==> config.mk <==
export PLATFORM = sky130hd
export DESIGN_NAME = bsalu_top
export DESIGN_NICKNAME = d
export VERILOG_FILES = /design/src/rtl/bsalu_pkg.sv /design/src/rtl/bsalu_half_add.sv /design/src/rtl/bsalu_cell.sv /design/src/rtl/bsalu_flags.sv /design/src/rtl/bsalu_top.sv
export SDC_FILE = /design/constraint.sdc
export NUM_CORES = 1
export LEC_CHECK = 0
export BUFFER_PORTS_ARGS = -buffer_cell sky130_fd_sc_hd__buf_2
export CORE_ASPECT_RATIO = 0.8
export CORE_MARGIN = 5
export CORE_UTILIZATION = 50
export DETAILED_ROUTE_END_ITERATION = 7
export PLACE_DENSITY = 0.84
export SYNTH_ARGS = -nofsm -noshare
export SYNTH_HDL_FRONTEND = slang
export SYNTH_SLANG_ARGS = --single-unit
==> constraint.sdc <==
create_clock -name vclk -period 27.5
set_input_delay 6.875 -clock vclk [all_inputs]
set_output_delay 6.875 -clock vclk [all_outputs]
set_load 0.02 [all_outputs]
==> src/rtl/bsalu_pkg.sv <==
package bsalu_pkg;

    parameter int unsigned WORD_W = 16;

    typedef enum logic [2:0] {
        OP_ADD = 3'd0,
        OP_SUB = 3'd1,
        OP_AND = 3'd2,
        OP_OR  = 3'd3,
        OP_SLT = 3'd4
    } alu_op_e;

    typedef struct packed {
        logic sum;
        logic carry;
    } half_sum_t;

    typedef struct packed {
        logic sum;
        logic carry;
        logic land;
        logic lor;
    } cell_out_t;

    // B is complemented for every operation that subtracts
    function automatic logic uses_inverted_b(logic [2:0] code);
        return (code == OP_SUB) || (code == OP_SLT);
    endfunction

endpackage

==> src/rtl/bsalu_half_add.sv <==
module bsalu_half_add
    import bsalu_pkg::*;
(
    input  logic      x_i,
    input  logic      y_i,
    output half_sum_t hs_o
);
    always_comb begin
        hs_o.sum   = x_i ^ y_i;
        hs_o.carry = x_i & y_i;
    end
endmodule

==> src/rtl/bsalu_cell.sv <==
module bsalu_cell
    import bsalu_pkg::*;
(
    input  logic      a_i,
    input  logic      b_i,
    input  logic      binv_i,
    input  logic      cin_i,
    output cell_out_t cell_o
);
    logic      b_eff;
    half_sum_t first_hs;
    half_sum_t second_hs;

    assign b_eff = b_i ^ binv_i;

    bsalu_half_add u_ha_lo (.x_i(a_i),          .y_i(b_eff), .hs_o(first_hs));
    bsalu_half_add u_ha_hi (.x_i(first_hs.sum), .y_i(cin_i), .hs_o(second_hs));

    always_comb begin
        cell_o.sum   = second_hs.sum;
        cell_o.carry = first_hs.carry | second_hs.carry;
        cell_o.land  = a_i & b_i;
        cell_o.lor   = a_i | b_i;
    end

    // R1 at the cell level: two half adders make one full adder
    always_comb begin
        a_r1_cell_full_add: assert ({cell_o.carry, cell_o.sum} ==
                                    (2'(a_i) + 2'(b_eff) + 2'(cin_i)))
            else $error("cell full-add mismatch");
    end
endmodule

==> src/rtl/bsalu_flags.sv <==
module bsalu_flags #(
    parameter int unsigned WIDTH = bsalu_pkg::WORD_W
) (
    input  logic [WIDTH-1:0] res_i,
    output logic             zero_o,
    output logic             neg_o
);
    assign zero_o = ~(|res_i);
    assign neg_o  = res_i[WIDTH-1];
endmodule

==> src/rtl/bsalu_top.sv <==
module bsalu_top
    import bsalu_pkg::*;
#(
    parameter int unsigned WIDTH = WORD_W
) (
    input  logic [WIDTH-1:0] opa_i,
    input  logic [WIDTH-1:0] opb_i,
    input  logic [2:0]       op_i,
    input  logic             cin_i,
    output logic [WIDTH-1:0] res_o,
    output logic             cout_o,
    output logic             zero_o,
    output logic             neg_o
);
    localparam int unsigned MSB  = WIDTH - 1;
    localparam int unsigned EXTW = WIDTH + 1;

    logic             binv;
    logic [WIDTH:0]   chain;
    logic [WIDTH-1:0] sum_v, and_v, or_v;
    logic             ovf, less;

    assign binv     = uses_inverted_b(op_i);
    assign chain[0] = binv ? 1'b1 : ((op_i == OP_ADD) ? cin_i : 1'b0);

    for (genvar i = 0; i < WIDTH; i++) begin : g_cell
        cell_out_t co;
        bsalu_cell u_cell (
            .a_i   (opa_i[i]),
            .b_i   (opb_i[i]),
            .binv_i(binv),
            .cin_i (chain[i]),
            .cell_o(co)
        );
        assign sum_v[i]   = co.sum;
        assign and_v[i]   = co.land;
        assign or_v[i]    = co.lor;
        assign chain[i+1] = co.carry;
    end

    // signed compare from the difference, corrected for overflow
    assign ovf  = (opa_i[MSB] ^ opb_i[MSB]) & (sum_v[MSB] ^ opa_i[MSB]);
    assign less = sum_v[MSB] ^ ovf;

    always_comb begin
        res_o  = '0;
        cout_o = 1'b0;
        case (op_i)
            OP_ADD: begin res_o = sum_v; cout_o = chain[WIDTH]; end
            OP_SUB: begin res_o = sum_v; cout_o = chain[WIDTH]; end
            OP_AND: res_o = and_v;
            OP_OR:  res_o = or_v;
            OP_SLT: res_o = {{(WIDTH-1){1'b0}}, less};
            default: ;
        endcase
    end

    bsalu_flags #(.WIDTH(WIDTH)) u_flags (
        .res_i (res_o),
        .zero_o(zero_o),
        .neg_o (neg_o)
    );

    always_comb begin
        if (op_i == OP_ADD) begin
            a_r1_ripple_add: assert ({chain[WIDTH], sum_v} ==
                (EXTW'(opa_i) + EXTW'(opb_i) + EXTW'(cin_i)))
                else $error("ripple add mismatch");
        end
        if (op_i == OP_SUB) begin
            a_r2_ripple_sub: assert (sum_v == WIDTH'(opa_i - opb_i))
                else $error("ripple subtract mismatch");
        end
        if (op_i == OP_SLT) begin
            a_r5_slt_boolean: assert (res_o[WIDTH-1:1] == '0)
                else $error("slt result not boolean");
        end
        a_r7_zero_flag: assert (zero_o == (res_o == '0))
            else $error("zero flag wrong");
        a_r8_neg_flag: assert (neg_o == res_o[MSB])
            else $error("negative flag wrong");
    end
endmodule

## Yosys cells after proc, flatten, opt, wreduce, memory -nomap -nowiden

Index checks and enable logic that the tools add are counted.

- Equal/unequal tests: 4
- Multiplexer cells: 4
- Bitwise operators: 133
- Reductions and logical operators: 4

Operator list:

| cell | count |
|---|---|
| 16-bit case mux with 4 select lines | 1 |
| 1-bit XOR | 51 |
| 1-bit AND | 49 |
| 1-bit bitwise OR | 32 |
| 16-bit OR reduction | 1 |
| 3-bit by 2-bit == test with 1-bit output, second input constant | 2 |
| 3-bit by 1-bit == test with 1-bit output, second input constant | 1 |
| 3-bit == test, second input constant | 1 |
| 3-bit zero test | 1 |
| 1-bit two-way mux | 3 |
| 2-bit OR reduction | 1 |
| 1-bit logical OR | 1 |
| 1-bit NOT | 1 |

- Flip-flop bits (word level): 0
- Output and inout port bits: 19
- Word-level logic and storage cells: 145

## Longest topological paths before layout

Gate-level depths: netlist of the first run.

- Depth after elaboration: 41
- Gate-level depth with buffers: 28
- Mapped depth without buffers: 25

## Hierarchy

A second synthesis of the first run with hierarchy kept.

- Cells, all modules: 167
- Area, all modules: 1,345.0 um^2

By module, submodules not included:

| module | times used | cells each | area an instance (um^2) |
|---|---|---|---|
| bsalu_cell | 16 | 4 | 28.8 |
| bsalu_top | 1 | 65 | 442.9 |
| bsalu_half_add | 32 | 1 | 12.5 |
| bsalu_flags | 1 | 6 | 41.3 |

## Worst setup path after synthesis of the first run

No wires, ideal clock.

- Kind: input -> output
- Start: in op_i[0]
- End: out zero_o
- Data arrival time: 15.029 ns
- Required time: 20.625 ns
- Setup slack: 5.596 ns
- Stages on the path: 28
- Cells stage by stage: buf_6 -> buf_4 -> xnor2_1 -> nor2_4 -> buf_6 -> xor2_1 -> fa_1 -> fa_1 -> fa_1 -> fa_1 -> fa_1 -> fa_1 -> fa_1 -> inv_1 -> fa_1 -> inv_1 -> fa_1 -> fa_1 -> fa_1 -> fa_1 -> fa_1 -> fa_1 -> fa_1 -> fa_1 -> nand2b_1 -> a21oi_1 -> or4_1 -> nor3_2

- Elaborated cells between the ends (all ways): 108

RTL lines:

| element | RTL line | text |
|---|---|---|
| from (decl) | bsalu_top.sv:8 | `input logic [2:0] op_i,` |
| 3-bit by 1-bit == test with 1-bit output or 3-bit == test (tied branches) | bsalu_pkg.sv:27, bsalu_top.sv:48 |  |
| 1-bit logical OR | bsalu_pkg.sv:27 | `return (code == OP_SUB) \|\| (code == OP_SLT);` |
| 1-bit XOR | bsalu_cell.sv:14 | `assign b_eff = b_i ^ binv_i;` |
| 1-bit XOR | bsalu_half_add.sv:9 | `hs_o.sum = x_i ^ y_i;` |
| 1-bit AND | bsalu_half_add.sv:10 | `hs_o.carry = x_i & y_i;` |
| 1-bit bitwise OR | bsalu_cell.sv:21 | `cell_o.carry = first_hs.carry \| second_hs.carry;` |
| 1-bit AND | bsalu_half_add.sv:10 |  |
| 1-bit bitwise OR | bsalu_cell.sv:21 |  |
| [... 23 more ...] | -- |  |
| 1-bit bitwise OR | bsalu_cell.sv:21 |  |
| 1-bit AND | bsalu_half_add.sv:10 |  |
| 1-bit bitwise OR | bsalu_cell.sv:21 |  |
| 1-bit XOR | bsalu_half_add.sv:9 |  |
| 16-bit case mux with 4 select lines (*) | bsalu_top.sv:48 | `case (op_i)` |
| net neg_o | bsalu_top.sv:13 | `output logic neg_o` |
| 16-bit OR reduction (*) | bsalu_flags.sv:8 | `assign zero_o = ~(\|res_i);` |
| 1-bit NOT (*) | bsalu_flags.sv:8 |  |
| to (decl) | bsalu_top.sv:12 | `output logic zero_o,` |

The timed path passes the listed nets; every way through them passes the cells marked *.

## Worst setup path after layout of the first run

- Start: in op_i[0]
- End: out zero_o

- Longest elaborated chain between the ends: 41
- Elaborated cells between the ends (all ways): 108

Ends and longest elaborated chain:

| element | RTL line | text |
|---|---|---|
| 3-bit by 1-bit == test with 1-bit output or 3-bit == test (tied branches) | bsalu_pkg.sv:27, bsalu_top.sv:48 |  |
| 1-bit logical OR | bsalu_pkg.sv:27 |  |
| 1-bit XOR | bsalu_cell.sv:14 |  |
| 1-bit XOR | bsalu_half_add.sv:9 |  |
| 1-bit AND | bsalu_half_add.sv:10 |  |
| 1-bit bitwise OR | bsalu_cell.sv:21 |  |
| 1-bit AND | bsalu_half_add.sv:10 |  |
| 1-bit bitwise OR | bsalu_cell.sv:21 |  |
| [... 25 more ...] | -- |  |
| 1-bit bitwise OR | bsalu_cell.sv:21 |  |
| 1-bit XOR | bsalu_half_add.sv:9 |  |
| 1-bit XOR | bsalu_top.sv:42 | `assign ovf = (opa_i[MSB] ^ opb_i[MSB]) & (sum_v[MSB] ^ opa_i[MSB]);` |
| 1-bit AND | bsalu_top.sv:42 |  |
| 1-bit XOR | bsalu_top.sv:43 | `assign less = sum_v[MSB] ^ ovf;` |
| 16-bit case mux with 4 select lines (*) | bsalu_top.sv:48 |  |
| 16-bit OR reduction (*) | bsalu_flags.sv:8 |  |
| 1-bit NOT (*) | bsalu_flags.sv:8 |  |

Mark *: on every way between the ends. The rest lies on a longest branch, timed or not.

==> results.cfg, run 1 <==
[status]
status = complete, no violations

[detailed_routing]
vias = 1112
drc = 0
drtAntennaViolNets = 0
viasPerCell = 5.673
drt_iter0_markers = 71
first_pass_iters = 4
wirelength_mm = 2.805
wl_per_cell_microns = 14.31

[finish]
seq_cells = 0
nets = 228
final_cell_mix = buf_2 (55), nand2_1 (16), fa_1 (16), a311oi_1 (15)
antenna_cells = 0
area_delta_synth_final_pct = 21.62
clock_buffers = 0
layout_commonest_cell = buf_2
regArea_sq_um = 0
drive_above_1_share_pct = 33.72
final_cells = 196

[critical_path]
crit_arrival_ps = 15570
critPathLaunchType = input port
cpLargestDelayFamily = adder cells
cp_common_cell = fa_1
critPathMaxStageDelay_ps = 470
end_kind = primary output
worstPathRequired_ps = 20620
cp_slowest_cell = nor2_4
critical_path_class = input port to primary output
critPathBufInv = 4
crit_fanout = 26

[grt]
track_usage_pct = 18.55
overflow = 0
antenna_found_initial = 0
grt_pass1_vias = 1106
grt_max_degree = 37
grt_pass1_wl_mm = 4.664

[timing]
tns_ps = 0
finalMaxSlewViolations = 0
hold_viol = 0
max_clock_freq_mhz = 44.54
rsz0062_at_grt = false
layout_setup_ws_ps = 5050
setup_viol = 0
period_needed_ps = 22450
worst-slew-pin-transition_ps = 628.9
slew-limit-headroom_pct = 58.07
layout_worst_path_cycle_share_pct = 81.64

[cts]
ctsResizeCount = 0
hold_buffers = 0
cts_setup_buffers = 0

[floorplanning]
die_h_microns = 50.72
die_w_microns = 60.89
core_area_sq_um = 1927
die_area_sq_um = 3088
ios = 55
start_util_pct = 53.77
num_rows = 14

[logic_synthesis]
synth_seq_area_share_pct = 0
ys_types = 28
syn_avg_cell_area_sq_um = 8.094
synth_nets = 182
synth_warnings = 0
synthCells = 128
syn_area_sq_um = 1036

[pwr]
totalPowerFinal_w = 0.00003587
vdd_drop_max_mv = 0.01880
power_leakage_nw = 0.5982
power_density_nw_per_um2 = 28.47

[placed_design]
dp_slack_ps = 5004
placed_cells = 196
routabilityCongestion = 0.7857
hpwl_mm = 2.311
port_buffers = 55

[worst_hold_path]
hold_class = input port to primary output

[job]
drv_cap = 0
[cells by family after synthesis]
family	synth area share (%)
multiplexers	0.9662
adder cells (fa/ha/maj)	33.33
buffers and inverters	9.661
AO/OA/AOI/OAI	22.95
XOR/XNOR	14.37
AND/OR/NAND/NOR	18.72
[metrics by stage]
stage	hold slack, ps	util (%)	instance area, sq um
finish	14170	65.39	1260
floorplan	13830	-	1036
CTS	14170	65.39	1260
global placement	14160	65.39	1260
global route	14200	65.39	1260
detailed placement	14170	65.39	1260
[Yosys cell counts]
cell type   n  area (sq um)
nand2b_1    1         6.260
fa_1       16         320.3
inv_1       5         18.77
nor3_1      3         15.01
nor2_1     14         52.55
a211oi_1    1         7.510
o211ai_1    1         7.510
a21oi_1     1         5.000
o21ai_0    13         65.06
buf_4       3         22.52
o21ai_1     1         5.000
mux2i_1     1         10.01
xnor2_1     3         26.28
nor4_1      2         12.51
nor2_4      1         11.26
nor2b_1     1         6.260
nor3b_1     1         7.510
ha_1        2         25.02
nand2_1    16         60.06
buf_6       3         33.78
xor2_1     14         122.6
nand3_1     1         5.000
a21o_1      1         7.510
a311oi_1   15         131.4
or4_1       1         7.510
nor3_2      1         10.01
buf_2       5         25.02
o21ai_2     1         8.760
[final timing paths]
check	from	endpoint	slack, ps	depth (start not counted)
worst max-delay path	op_i[0]	zero_o	5050	27
worst min-delay path	opb_i[11]	res_o[11]	14170	4
[area by class of cell]
| cell class | instances | area (sq um) |
|---|---|---|
| fill | 176 | 666.9 |
| multi-input combinational | 112 | 935.9 |
| timing repair buffer | 55 | 275.3 |
| tap | 24 | 30.03 |
| inverter | 5 | 18.77 |
[metal layers]
layer | GRT usage, % | wire length [microns] | up-vias
met2 | 32.03 | 1382 | 37
met3 | 1.282 | 212 | 0
met1 | 25.74 | 1211 | 534
met4 | 2.527 | 0 | 0
met5 | 0 | 0 | -
li1 | - | - | 541
[where the power goes]
part	internal [W]	switching [W]
registers	0	0
clock network	0	0
logic	0.0000145	0.0000214
No activity file was read; power rests on OpenSTA's default activity.
==> inputs of run 2 (changes only) <==
CORE_UTILIZATION = 48   (was 50)
PLACE_DENSITY = 0.81   (was 0.84)
clock period = 21.6 ns   (was 27.5 ns; I/O delays follow)
==> run 2 against run 1 <==
- combinational power increased by 28%
- via count decreased by 1.9%
- highest routed layer is now met4
- core utilization decreased by 5.4 points
- hold slack got worse by 2900 ps
- worst setup slack got worse by 2900 ps
- sequential cell count unchanged
- power increased by 28%
==> results.cfg, run 2 (synthesized netlist as in run 1, its figures left out) <==
[status]
status = complete, no violations

[placed_design]
routabilityCongestion = 0.7862
port_buffers = 55
placed_area_sq_um = 1261
hpwl_mm = 2.305

[critical_path]
critPathLaunchType = input port
critical_path_class = input port to primary output
crit_arrival_ps = 14040
end_kind = primary output
worstSetupStartpoint = op_i[0]
endpoint = zero_o
crit_fanout = 26
worstPathRequired_ps = 16200

[pwr]
p_int_w = 0.00001850
power_leakage_nw = 0.5982
comb_power_share_pct = 100.0
vdd_drop_max_mv = 0.02257
seqPwrFrac_pct = 0
switching_share_pct = 59.63
p_sw_w = 0.00002732
clkPwrFrac_pct = 0
power_density_nw_per_um2 = 36.33

[floorplanning]
num_rows = 15
start_util_pct = 49.29
ios = 55
die_h_microns = 51.56
core_area_sq_um = 2102
die_area_sq_um = 3193
die_w_microns = 61.94

[detailed_routing]
viasPerCell = 5.538
drt_iter0_markers = 59
vias = 1091
wirelength_mm = 2.752
drtAntennaViolNets = 0
wl_per_cell_microns = 13.97
drc = 0
first_pass_iters = 4

[timing]
finalMaxSlewViolations = 0
tns_ps = 0
hold_viol = 0
slew-limit-headroom_pct = 58.23
period_needed_ps = 19440
setup_viol = 0
worst-slew-pin-transition_ps = 626.6
max_clock_freq_mhz = 51.43
layout_worst_path_cycle_share_pct = 90.01
rsz0062_at_grt = false

[grt]
grt-busiest-layer = met2
grt_pass1_wl_mm = 4.705
met2_usage_pct = 31.72
grt_max_degree = 37
overflow = 0
grt_pass1_vias = 1072
met1_usage_pct = 25.81
track_usage_pct = 18.50
met3_usage_pct = 1.489
antenna_found_initial = 0

[finish]
regArea_sq_um = 0
clock_buffers = 0
nets = 228
fillerInstances = 192
antenna_cells = 0
drive_above_1_share_pct = 33.72
seq_cells = 0
area_delta_synth_final_pct = 21.74
final_cell_mix = buf_2 (55), nand2_1 (16), fa_1 (16), a311oi_1 (15)
layout_commonest_cell = buf_2
fin_area_sq_um = 1261

[job]
drv_cap = 0

[cts]
cts_setup_buffers = 0
ctsResizeCount = 0
hold_buffers = 0

[worst_hold_path]
hold_class = input port to primary output
## run 2: cell counts in the layout (fill, tap and decap cells not counted)
Identical to the previous run, type by type.
## run 2: worst min-delay path by stage
stage / startpoint / end / cells after the start
final: opa_i[4] / res_o[4] / 4
after global routing: opb_i[10] / res_o[10] / 4
after CTS: opa_i[4] / res_o[4] / 4
after detailed placement: opb_i[12] / res_o[12] / 4
after global placement: opa_i[5] / res_o[5] / 4
after floorplan: op_i[2] / res_o[5] / 1
## run 2: final cells by class
class / count / area [sq um] / share of cell area [%]
tap: 25 / 31.28 / 2.480
inverter: 5 / 18.77 / 1.488
multi-input combinational: 112 / 935.9 / 74.21
timing repair buffer: 55 / 275.3 / 21.83
## run 2: worst max-delay path, cell delays in order
cell and delay [ps]:
buf_2 350, xnor2_1 170, nor2_4 460, xor2_1 150, fa_1 440, fa_1 430
fa_1 430, fa_1 420, fa_1 430, fa_1 440, fa_1 400, inv_1 80
fa_1 170, inv_1 50, fa_1 390, fa_1 390, fa_1 390, fa_1 380
fa_1 380, fa_1 400, fa_1 410, fa_1 480, nand2b_1 100, a21oi_1 90
or4_1 450, nor3_2 160, buf_2 180
## run 2: power by group through the flow
stage	Clock (W)	Combinational [W]	Sequential, W
after detailed placement	0	0.0000459	0
after floorplan	0	0.0000323	0
final	0	0.0000458	0
after global placement	0	0.0000448	0
after global routing	0	0.0000517	0
after CTS	0	0.0000463	0
## run 2: layer usage
metal	wire, microns	up-vias	share of wire, %
met1	1183	518	43
met4	14	0	0.51
met2	1360	32	49
li1	-	539	-
met3	193	2	7.0
met5	0	-	0
## run 2: stage by stage
step,instances,setup WS (ps),total power [W],hold slack (ps),util [%]
after floorplan,128,2646,0.00003235,10880,-
after global placement,197,2283,0.00004485,11210,60.00
after detailed placement,197,2091,0.00004593,11220,60.00
after CTS,197,2089,0.00004630,11220,60.00
after global routing,197,1676,0.00005168,11250,60.00
final,197,2157,0.00004582,11220,60.00
==> inputs of run 3 (changes only) <==
CORE_UTILIZATION = 50   (was 48)
PLACE_DENSITY = 0.79   (was 0.81)
RECOVER_POWER = 100   (was default)
SYNTH_HIERARCHICAL = 1   (was default)
==> run 3 against run 2 <==
- combinational power increased by 12%
- via count increased by 19%
- final area increased by 27%
- hold slack improved by 170 ps
- core utilization increased by 3.8 points
- global-route usage decreased by 3.1 points
- fmax decreased by 2.7%
- non-clock buffer count increased by 1
- first-iteration DRC count increased by 85%
- die area increased by 20%
- power increased by 12%
- worst setup slack got worse by 550 ps
- critical endpoint unchanged
==> results.cfg, run 3 <==
[detailed_routing]
first_pass_iters = 4
drtAntennaViolNets = 0
drc = 0
wirelength_mm = 3.020
vias = 1296
drt_iter0_markers = 109
viasPerCell = 5.184
wl_per_cell_microns = 12.08

[logic_synthesis]
synth_top_area_cell = ha_1
syn_area_sq_um = 1345
synth_warnings = 6
synthCells = 167
synth_nets = 235
synth_top_area_share_pct = 29.77
syn_avg_cell_area_sq_um = 8.054
synth_seq_area_share_pct = 0
ys_types = 19
synthTopCellsByArea = ha_1 (30%), or2_1 (15%), mux2i_1 (12%)
ys_top_cells_by_count = ha_1 (32), or2_1 (32), nor2_1 (18), a211oi_1 (17)

[pwr]
clkPwrFrac_pct = 0
power_leakage_nw = 0.8247
totalPowerFinal_w = 0.00005113
p_int_w = 0.00002201
p_sw_w = 0.00002912
switching_share_pct = 56.96
vdd_drop_max_mv = 0.01676
comb_power_share_pct = 100.0
seqPwrFrac_pct = 0
power_density_nw_per_um2 = 32.00

[floorplanning]
ios = 55
num_rows = 16
core_area_sq_um = 2502
start_util_pct = 53.75
die_w_microns = 67.99
die_area_sq_um = 3834
die_h_microns = 56.39

[critical_path]
cp_slowest_cell = clkbuf_1
critical_path_class = input port to primary output
crit_arrival_ps = 14590
critPathMaxStageDelay_ps = 940
crit_fanout = 20
cp_common_cell = ha_1
worstPathRequired_ps = 16200
critPathLaunchType = input port
end_kind = primary output

[finish]
nets = 284
final_cell_mix = buf_2 (36), or2_1 (32), ha_1 (32), clkbuf_1 (19)
antenna_cells = 0
area_delta_synth_final_pct = 18.79
seq_cells = 0
regArea_sq_um = 0
drive_above_1_share_pct = 25.23
clock_buffers = 0
fin_area_sq_um = 1598
layout_commonest_cell = buf_2
final_cells = 250

[timing]
max_clock_freq_mhz = 50.02
slew-limit-headroom_pct = 11.66
layout_worst_path_cycle_share_pct = 92.56
worst-slew-pin-transition_ps = 1325
hold-worst-slack_ps = 11390
period_needed_ps = 19990
setup_viol = 0
rsz0062_at_grt = false
finalMaxSlewViolations = 0
tns_ps = 0
hold_viol = 0

[placed_design]
hpwl_mm = 2.513
port_buffers = 55
placed_cells = 250
routabilityCongestion = 0.7916
placed_area_sq_um = 1622

[status]
status = complete, no violations

[grt]
grt_pass1_vias = 1184
track_usage_pct = 15.36
grt_max_degree = 37
grt_pass1_wl_mm = 4.974
overflow = 0
antenna_found_initial = 0

[cts]
cts_setup_buffers = 0
ctsResizeCount = 0
hold_buffers = 0

[worst_hold_path]
hold_class = input port to primary output

[job]
drv_cap = 0
==> run 3: layout make-up <==
class	count	area (sq um)
Timing Repair Buffer	56	259.0
Multi-Input combinational cell	158	1294
Fill cell	249	904.6
Tap cell	36	45.04
==> run 3: critical path: cells and delay by family <==
kind	cells	cell delay [ps]
and+or+nand+nor	19	4120
buffers and inverters	2	1180
xor gates and xnor gates	2	350
AOI/OAI and AO/OA	2	350
adders and majority gates	17	3170
==> run 3: layer usage <==
layer  up-vias  track usage (%)  share of wire, %
li1        692                -                 -
met5         -                0                 0
met3         0           0.7984               7.2
met1       569            21.23                49
met4         0                0                 0
met2        35            27.34                44
==> run 3: path summary, 6_finish.rpt <==
check	slack, ps	endpoint	cells after the start	startpoint
max	1610	zero_o	42	op_i[0]
min	11390	res_o[0]	4	opb_i[15]
==> run 3: per-stage QoR <==
step,util (%),setup WS (ps)
after floorplan,-,1919
after CTS,64.80,2192
after global placement,64.80,2343
after global routing,63.85,1023
after detailed placement,64.80,2206
final,63.85,1607
==> run 3: cells by family (layout without fill, tap and decap cells) <==
kind of cell	after synthesis	after routing	share of synthesized area [%]
AOI/OAI and AO/OA	19	19	10.70
xor gates and xnor gates	17	17	11.07
adders and majority gates	32	32	29.77
buffers and inverters	9	56	4.000
muxes	16	16	11.91
and+or+nand+nor	74	74	32.56
==> run 3: power groups by stage <==
stage	combinational (W)	sequential [W]	clock, W
3_3_place_gp	0.0000513	0	0
5_1_grt	0.0000585	0	0
3_5_place_dp	0.0000521	0	0
4_1_cts	0.0000525	0	0
6_report	0.0000511	0	0
2_1_floorplan	0.0000372	0	0
